`config.mk`:
```
export PLATFORM = sky130hd
export DESIGN_NAME = hostif_pwr_ctrl
export DESIGN_NICKNAME = d
export VERILOG_FILES = /design/src/rtl/hostif_pwr_pkg.sv /design/src/rtl/hostif_idle_timer.sv /design/src/rtl/hostif_state_gate.sv /design/src/rtl/hostif_state_seq.sv /design/src/rtl/hostif_pwr_ctrl.sv
export SDC_FILE = /design/constraint.sdc
export NUM_CORES = 1
export LEC_CHECK = 0
export ABC_AREA = 1
export CAP_MARGIN = 40
export CELL_PAD_IN_SITES_DETAIL_PLACEMENT = 0
export CELL_PAD_IN_SITES_GLOBAL_PLACEMENT = 2
export CORE_AREA = 2 2 79 81
export CTS_BUF_LIST = sky130_fd_sc_hd__clkbuf_4 sky130_fd_sc_hd__clkbuf_8
export DETAILED_ROUTE_END_ITERATION = 10
export DIE_AREA = 0 0 81 83
export GPL_TIMING_DRIVEN = 0
export MAX_ROUTING_LAYER = met4
export PLACE_DENSITY_LB_ADDON = 0.05
export SYNTH_ARGS = -nofsm -noshare
export SYNTH_HDL_FRONTEND = slang
export SYNTH_SLANG_ARGS = --single-unit
export TNS_END_PERCENT = 1
```
`constraint.sdc`:
```
create_clock -name clk -period 3.5 [get_ports clk]
set_input_delay 0.525 -clock clk [delete_from_list [all_inputs] [get_ports clk]]
set_output_delay 0.525 -clock clk [all_outputs]
set_load 0.005 [all_outputs]
```
`src/rtl/hostif_pwr_pkg.sv`:
```
package hostif_pwr_pkg;

  typedef enum logic [2:0] {
    PS_RESET = 3'd0,
    PS_READY = 3'd1,
    PS_M0    = 3'd2,
    PS_M1    = 3'd3,
    PS_M2    = 3'd4,
    PS_M3    = 3'd5
  } pstate_e;

  // Host-driven transitions permitted from a given state
  function automatic logic host_move_legal(pstate_e cur, logic [2:0] code);
    logic ok;
    ok = 1'b0;
    case (cur)
      PS_READY: ok = (code == PS_M0);
      PS_M0,
      PS_M1,
      PS_M2:    ok = (code == PS_M3);
      PS_M3:    ok = (code == PS_M0);
      default:  ok = 1'b0;
    endcase
    return ok;
  endfunction

  function automatic logic access_allowed(pstate_e cur);
    return cur != PS_RESET;
  endfunction

  function automatic logic chan_allowed(pstate_e cur);
    return cur == PS_M0;
  endfunction

  function automatic logic power_down_allowed(pstate_e cur);
    return (cur == PS_M2) || (cur == PS_M3);
  endfunction

  // States in which the inactivity timer runs
  function automatic logic idle_watched(pstate_e cur);
    return (cur == PS_M0) || (cur == PS_M1);
  endfunction

endpackage

```
`src/rtl/hostif_idle_timer.sv`:
```
module hostif_idle_timer #(
  parameter int TIMER_W = 16
) (
  input  logic               clk,
  input  logic               rst_n,
  input  logic               count_en,
  input  logic               activity,
  input  logic               restart,
  input  logic [TIMER_W-1:0] limit,
  output logic               expire
);

  localparam int CW = TIMER_W + 1;

  logic [TIMER_W-1:0] cnt_q;

  // True when this quiet cycle is the last one of the window
  function automatic logic window_done(logic [TIMER_W-1:0] cnt,
                                       logic [TIMER_W-1:0] lim);
    logic [CW-1:0] seen;
    seen = {1'b0, cnt} + CW'(1);
    return seen >= {1'b0, lim};
  endfunction

  assign expire = count_en && !activity && window_done(cnt_q, limit);

  always_ff @(posedge clk) begin
    if (!rst_n) begin
      cnt_q <= '0;
    end else if (!count_en || activity || restart || expire) begin
      cnt_q <= '0;
    end else begin
      cnt_q <= cnt_q + TIMER_W'(1);
    end
  end

endmodule

```
`src/rtl/hostif_state_gate.sv`:
```
module hostif_state_gate
  import hostif_pwr_pkg::*;
(
  input  pstate_e    cur,
  input  logic [2:0] req_code,
  output logic       req_legal,
  output logic       count_en,
  output logic       reg_access_en,
  output logic       chan_start_ok,
  output logic       low_power_ok
);

  assign req_legal     = host_move_legal(cur, req_code);
  assign count_en      = idle_watched(cur);
  assign reg_access_en = access_allowed(cur);
  assign chan_start_ok = chan_allowed(cur);
  assign low_power_ok  = power_down_allowed(cur);

endmodule

```
`src/rtl/hostif_state_seq.sv`:
```
module hostif_state_seq
  import hostif_pwr_pkg::*;
(
  input  logic       clk,
  input  logic       rst_n,
  input  logic       init_done,
  input  logic       req_valid,
  input  logic [2:0] req_code,
  input  logic       req_legal,
  input  logic       idle_expire,
  input  logic       link_active,
  output pstate_e    cur,
  output logic       moving,
  output logic       err_flag
);

  pstate_e cur_q, nxt;
  logic    err_q;
  logic    host_go;

  assign host_go = req_valid && req_legal;

  always_comb begin
    nxt = cur_q;
    if (cur_q == PS_RESET) begin
      if (init_done) nxt = PS_READY;
    end else if (host_go) begin
      nxt = pstate_e'(req_code);
    end else begin
      case (cur_q)
        PS_M0: if (idle_expire) nxt = PS_M1;
        PS_M1: begin
          if (link_active)      nxt = PS_M0;
          else if (idle_expire) nxt = PS_M2;
        end
        PS_M2: if (link_active) nxt = PS_M0;
        default: nxt = cur_q;
      endcase
    end
  end

  always_ff @(posedge clk) begin
    if (!rst_n) begin
      cur_q <= PS_RESET;
      err_q <= 1'b0;
    end else begin
      cur_q <= nxt;
      err_q <= err_q | (req_valid & ~req_legal);
    end
  end

  assign cur      = cur_q;
  assign moving   = (nxt != cur_q);
  assign err_flag = err_q;

endmodule

```
`src/rtl/hostif_pwr_ctrl.sv`:
```
module hostif_pwr_ctrl
  import hostif_pwr_pkg::*;
#(
  parameter int TIMER_W = 16
) (
  input  logic               clk,
  input  logic               rst_n,
  input  logic               init_done,
  input  logic               host_req_valid,
  input  logic [2:0]         host_req_state,
  input  logic               link_active,
  input  logic [TIMER_W-1:0] idle_limit,
  output logic [2:0]         pwr_state,
  output logic               reg_access_en,
  output logic               chan_start_ok,
  output logic               low_power_ok,
  output logic               req_error
);

  pstate_e cur;
  logic    req_legal;
  logic    count_en;
  logic    idle_expire;
  logic    moving;

  hostif_state_gate gate_i (
    .cur           (cur),
    .req_code      (host_req_state),
    .req_legal     (req_legal),
    .count_en      (count_en),
    .reg_access_en (reg_access_en),
    .chan_start_ok (chan_start_ok),
    .low_power_ok  (low_power_ok)
  );

  hostif_idle_timer #(.TIMER_W(TIMER_W)) timer_i (
    .clk      (clk),
    .rst_n    (rst_n),
    .count_en (count_en),
    .activity (link_active),
    .restart  (moving),
    .limit    (idle_limit),
    .expire   (idle_expire)
  );

  hostif_state_seq seq_i (
    .clk         (clk),
    .rst_n       (rst_n),
    .init_done   (init_done),
    .req_valid   (host_req_valid),
    .req_code    (host_req_state),
    .req_legal   (req_legal),
    .idle_expire (idle_expire),
    .link_active (link_active),
    .cur         (cur),
    .moving      (moving),
    .err_flag    (req_error)
  );

  assign pwr_state = cur;

endmodule

```
==> results.cfg <==
[logic_synthesis]
synth_cell_types = 26
synth_area_mm2 = 0.00160
syn_avg_cell_area_um2 = 6.34
syn_nets = 294
netlist_instances = 253
ys_seq_elements = 20
synth.yosys.seq_area_share_pct = 25.0
yosysWarnings = 0

[global_routing]
grt_pass1_vias = 1439
grt_usage_pct = 11.9
grt.overflow.total = 0
antenna_found_initial = 0
grt_start_max_net_pins = 11
grt_pass1_wl_mm = 6.21

[clock_tree]
clock_latency_ps = 260
htree_levels = 1
clock-sinks = 20
cts_tree = built
clock_path_buffers = 2
cts_root_buffer = clkbuf_8
clkSlewWorstSetupHoldPaths_ps = 70
cts_inserted_buffers = 3

[timing]
holdWs_ps = 446
tightest_slew_ps = 351
slew_headroom_pct = 76.4
slew_viol_final = 0
finalSetupViolations = 0
max_freq_mhz = 312
fin_crit_sh_pct = 91.6
hold_viol = 0
fin_skew_ps = 4.32
fin_crit_ps = 3210

[routing]
wl_met2_mm = 1.65
top_layer = met4
vias_per_cell = 4.11
route.detailed.drc = 0
wl_per_cell_um = 9.89
drt_wl_total_mm = 3.62
num_vias = 1503
first_iter_violations = 21
met3_length_um = 125
first_pass_iters = 4
detail-route-antenna-nets = 0
wl_met1_mm = 1.83

[setup_path]
r2r_start = timer_i.cnt_q[0]
crit_arrival_ps = 3400
startpoint_type = flip-flop
cp.required_ps = 3700
cp-startpoint = timer_i.cnt_q[0]
crit_path_end_kind = flip-flop
worst-setup-path-type = flip-flop to flip-flop
cp_max_fo = 6

[final_layout]
areaGrowthSynthToFinish_pct = 35.6
final_cells = 366
multi_input_comb_area_mm2 = 0.00101
diodes = 0
seq_area_um2 = 407
drive_gt1_share_pct = 18.2
layout.nets = 334
nFillCells = 678

[floorplanning]
num_rows = 28
dieArea_mm2 = 0.00672
io_pins = 31
core_mm2 = 0.00582
die_w_um = 81
die_h_um = 83
initial_core_util_pct = 27.6

[min_path]
min_path_type = flip-flop to flip-flop
min-delay-start = timer_i.cnt_q[0]

[place]
place_inst = 358
finalWeightedCongestion = 0.751
io_buffers = 30
place_hpwl_mm = 2.96

[power]
peakVddDrop_mv = 0.142
p_per_area_mw_per_mm2 = 273
p_leak_nw = 1.13

[flow_run]
cap_viol_max_count = 0

[outcome]
status = completed
[cell usage in the layout, fill, tap and decap left out]
cell type        count
clkbuf_16            1
a21oi_1              7
nand3_1             12
xor2_2               1
nor2_1              31
and2_2               1
ha_1                16
or2_1                1
a31o_2               1
ha_4                 1
xnor2_1              1
nand2_1             46
buf_4                4
dfxtp_4              1
inv_2               10
nor2_4               1
o21ai_2              2
nand4_1              4
or2_2                2
o21a_1               1
nor3_1               2
nand2_2              6
o21ai_0              5
nand3_4              1
inv_1               57
clkdlybuf4s50_1     30
nor4_2               1
clkbuf_8             3
buf_12               1
dfxtp_1             17
nor2_2              11
xor2_1               7
nor3_4               1
dfxtp_2              2
a21o_1               1
nand3_2              2
[worst paths after layout]
check | to | slack (ps) | cells after the start
setup reg to reg | timer_i.cnt_q[8] | 290 | 23
setup / recovery | timer_i.cnt_q[8] | 290 | 23
hold / removal | timer_i.cnt_q[0] | 450 | 1
hold reg to reg | timer_i.cnt_q[0] | 450 | 1
[Yosys cell counts (all sizes together)]
cell | count | area (µm²)
inv | 67 | 251
nand2 | 52 | 205
nor2 | 43 | 189
dfxtp | 20 | 400
ha | 17 | 213
nand3 | 15 | 85.1
xor2 | 8 | 70.1
a21oi | 7 | 35.0
o21ai | 7 | 38.8
nand4 | 4 | 25.0
nor3 | 3 | 15.0
or2 | 3 | 18.8
a21o | 1 | 7.51
a31o | 1 | 8.76
and2 | 1 | 7.51
buf | 1 | 11.3
nor4 | 1 | 6.26
o21a | 1 | 7.51
xnor2 | 1 | 8.76
[layout make-up]
class / count / area share, %
multi-input cells: 165 / 46.3
flip-flops and latches: 20 / 18.7
repair buffers: 35 / 16.3
inverters: 67 / 11.6
well taps: 75 / 4.31
clock buffers: 3 / 1.90
plain buffers: 1 / 0.920
[stage by stage]
step                TNS, ps  setup slack [ps]  cell area [µm²]  power (mW)  util [%]
floorplan                 0               615             1600       0.353         -
global placement       -898             -93.1             2000       0.442      34.4
detailed placement     -622             -63.6             2000       0.439      34.4
CTS                       0              28.7             2040       0.591      35.2
global route          -83.6             -16.0             2180       0.640      37.4
finish                    0               293             2180       0.594      37.4
[worst max-delay path: stages, from the launching register on]
cell     delay (ps)
dfxtp_4         380
nand4_1         170
nor2_1          180
inv_1            90
nor2_1          120
inv_2            70
nor2_4          120
nand4_1         130
xor2_1          240
inv_1           100
ha_4            280
nand4_1          90
nor2_1           90
nand2_1          60
nand3_1          80
nor2_1           60
nand2_2          90
nand2_2          80
o21ai_2         170
nand2_2          80
nand2_2          80
nand3_4         130
buf_4           190
nor2_1           80
[cells by family (layout without fill, tap and decap cells)]
| logic type | count (synthesis) | count (layout) | synth area share, % |
|---|---|---|---|
| flops | 20 | 20 | 25.0 |
| simple gates | 122 | 122 | 34.4 |
| buf+inv | 68 | 106 | 16.4 |
| xor+xnor | 9 | 9 | 4.91 |
| fa+ha+maj | 17 | 17 | 13.3 |
| compound gates | 17 | 17 | 6.08 |
[metal layers]
| layer | vias up | GRT usage (%) |
|---|---|---|
| li1 | 833 | - |
| met1 | 643 | 15.9 |
| met2 | 25 | 18.7 |
| met3 | 2 | 2.72 |
| met4 | 0 | 1.39 |
| met5 | - | - |
[power breakdown]
group	internal [mW]	total, mW	switching (mW)	leakage (nW)
combinational	0.101	0.190	0.0894	0.941
clock	0.0766	0.150	0.0730	0.0216
sequential	0.237	0.255	0.0173	0.164
[sequential cells by signal, summed over array words and instances (netlist names)]
register	cells
seq_i.cur	3
seq_i.err_flag	1
timer_i.cnt_q	16
[timing repair]
| action | CTS | global route |
|---|---|---|
| buffers inserted | 0 | 4 |
| pin swaps | 0 | 6 |
| setup endpoints to repair | 10 | 16 |
| hold buffers | 0 | 0 |
| resized for setup | 1 | 18 |
| cloned | 0 | 1 |
Note: power is estimated with default switching activity, not from simulation.
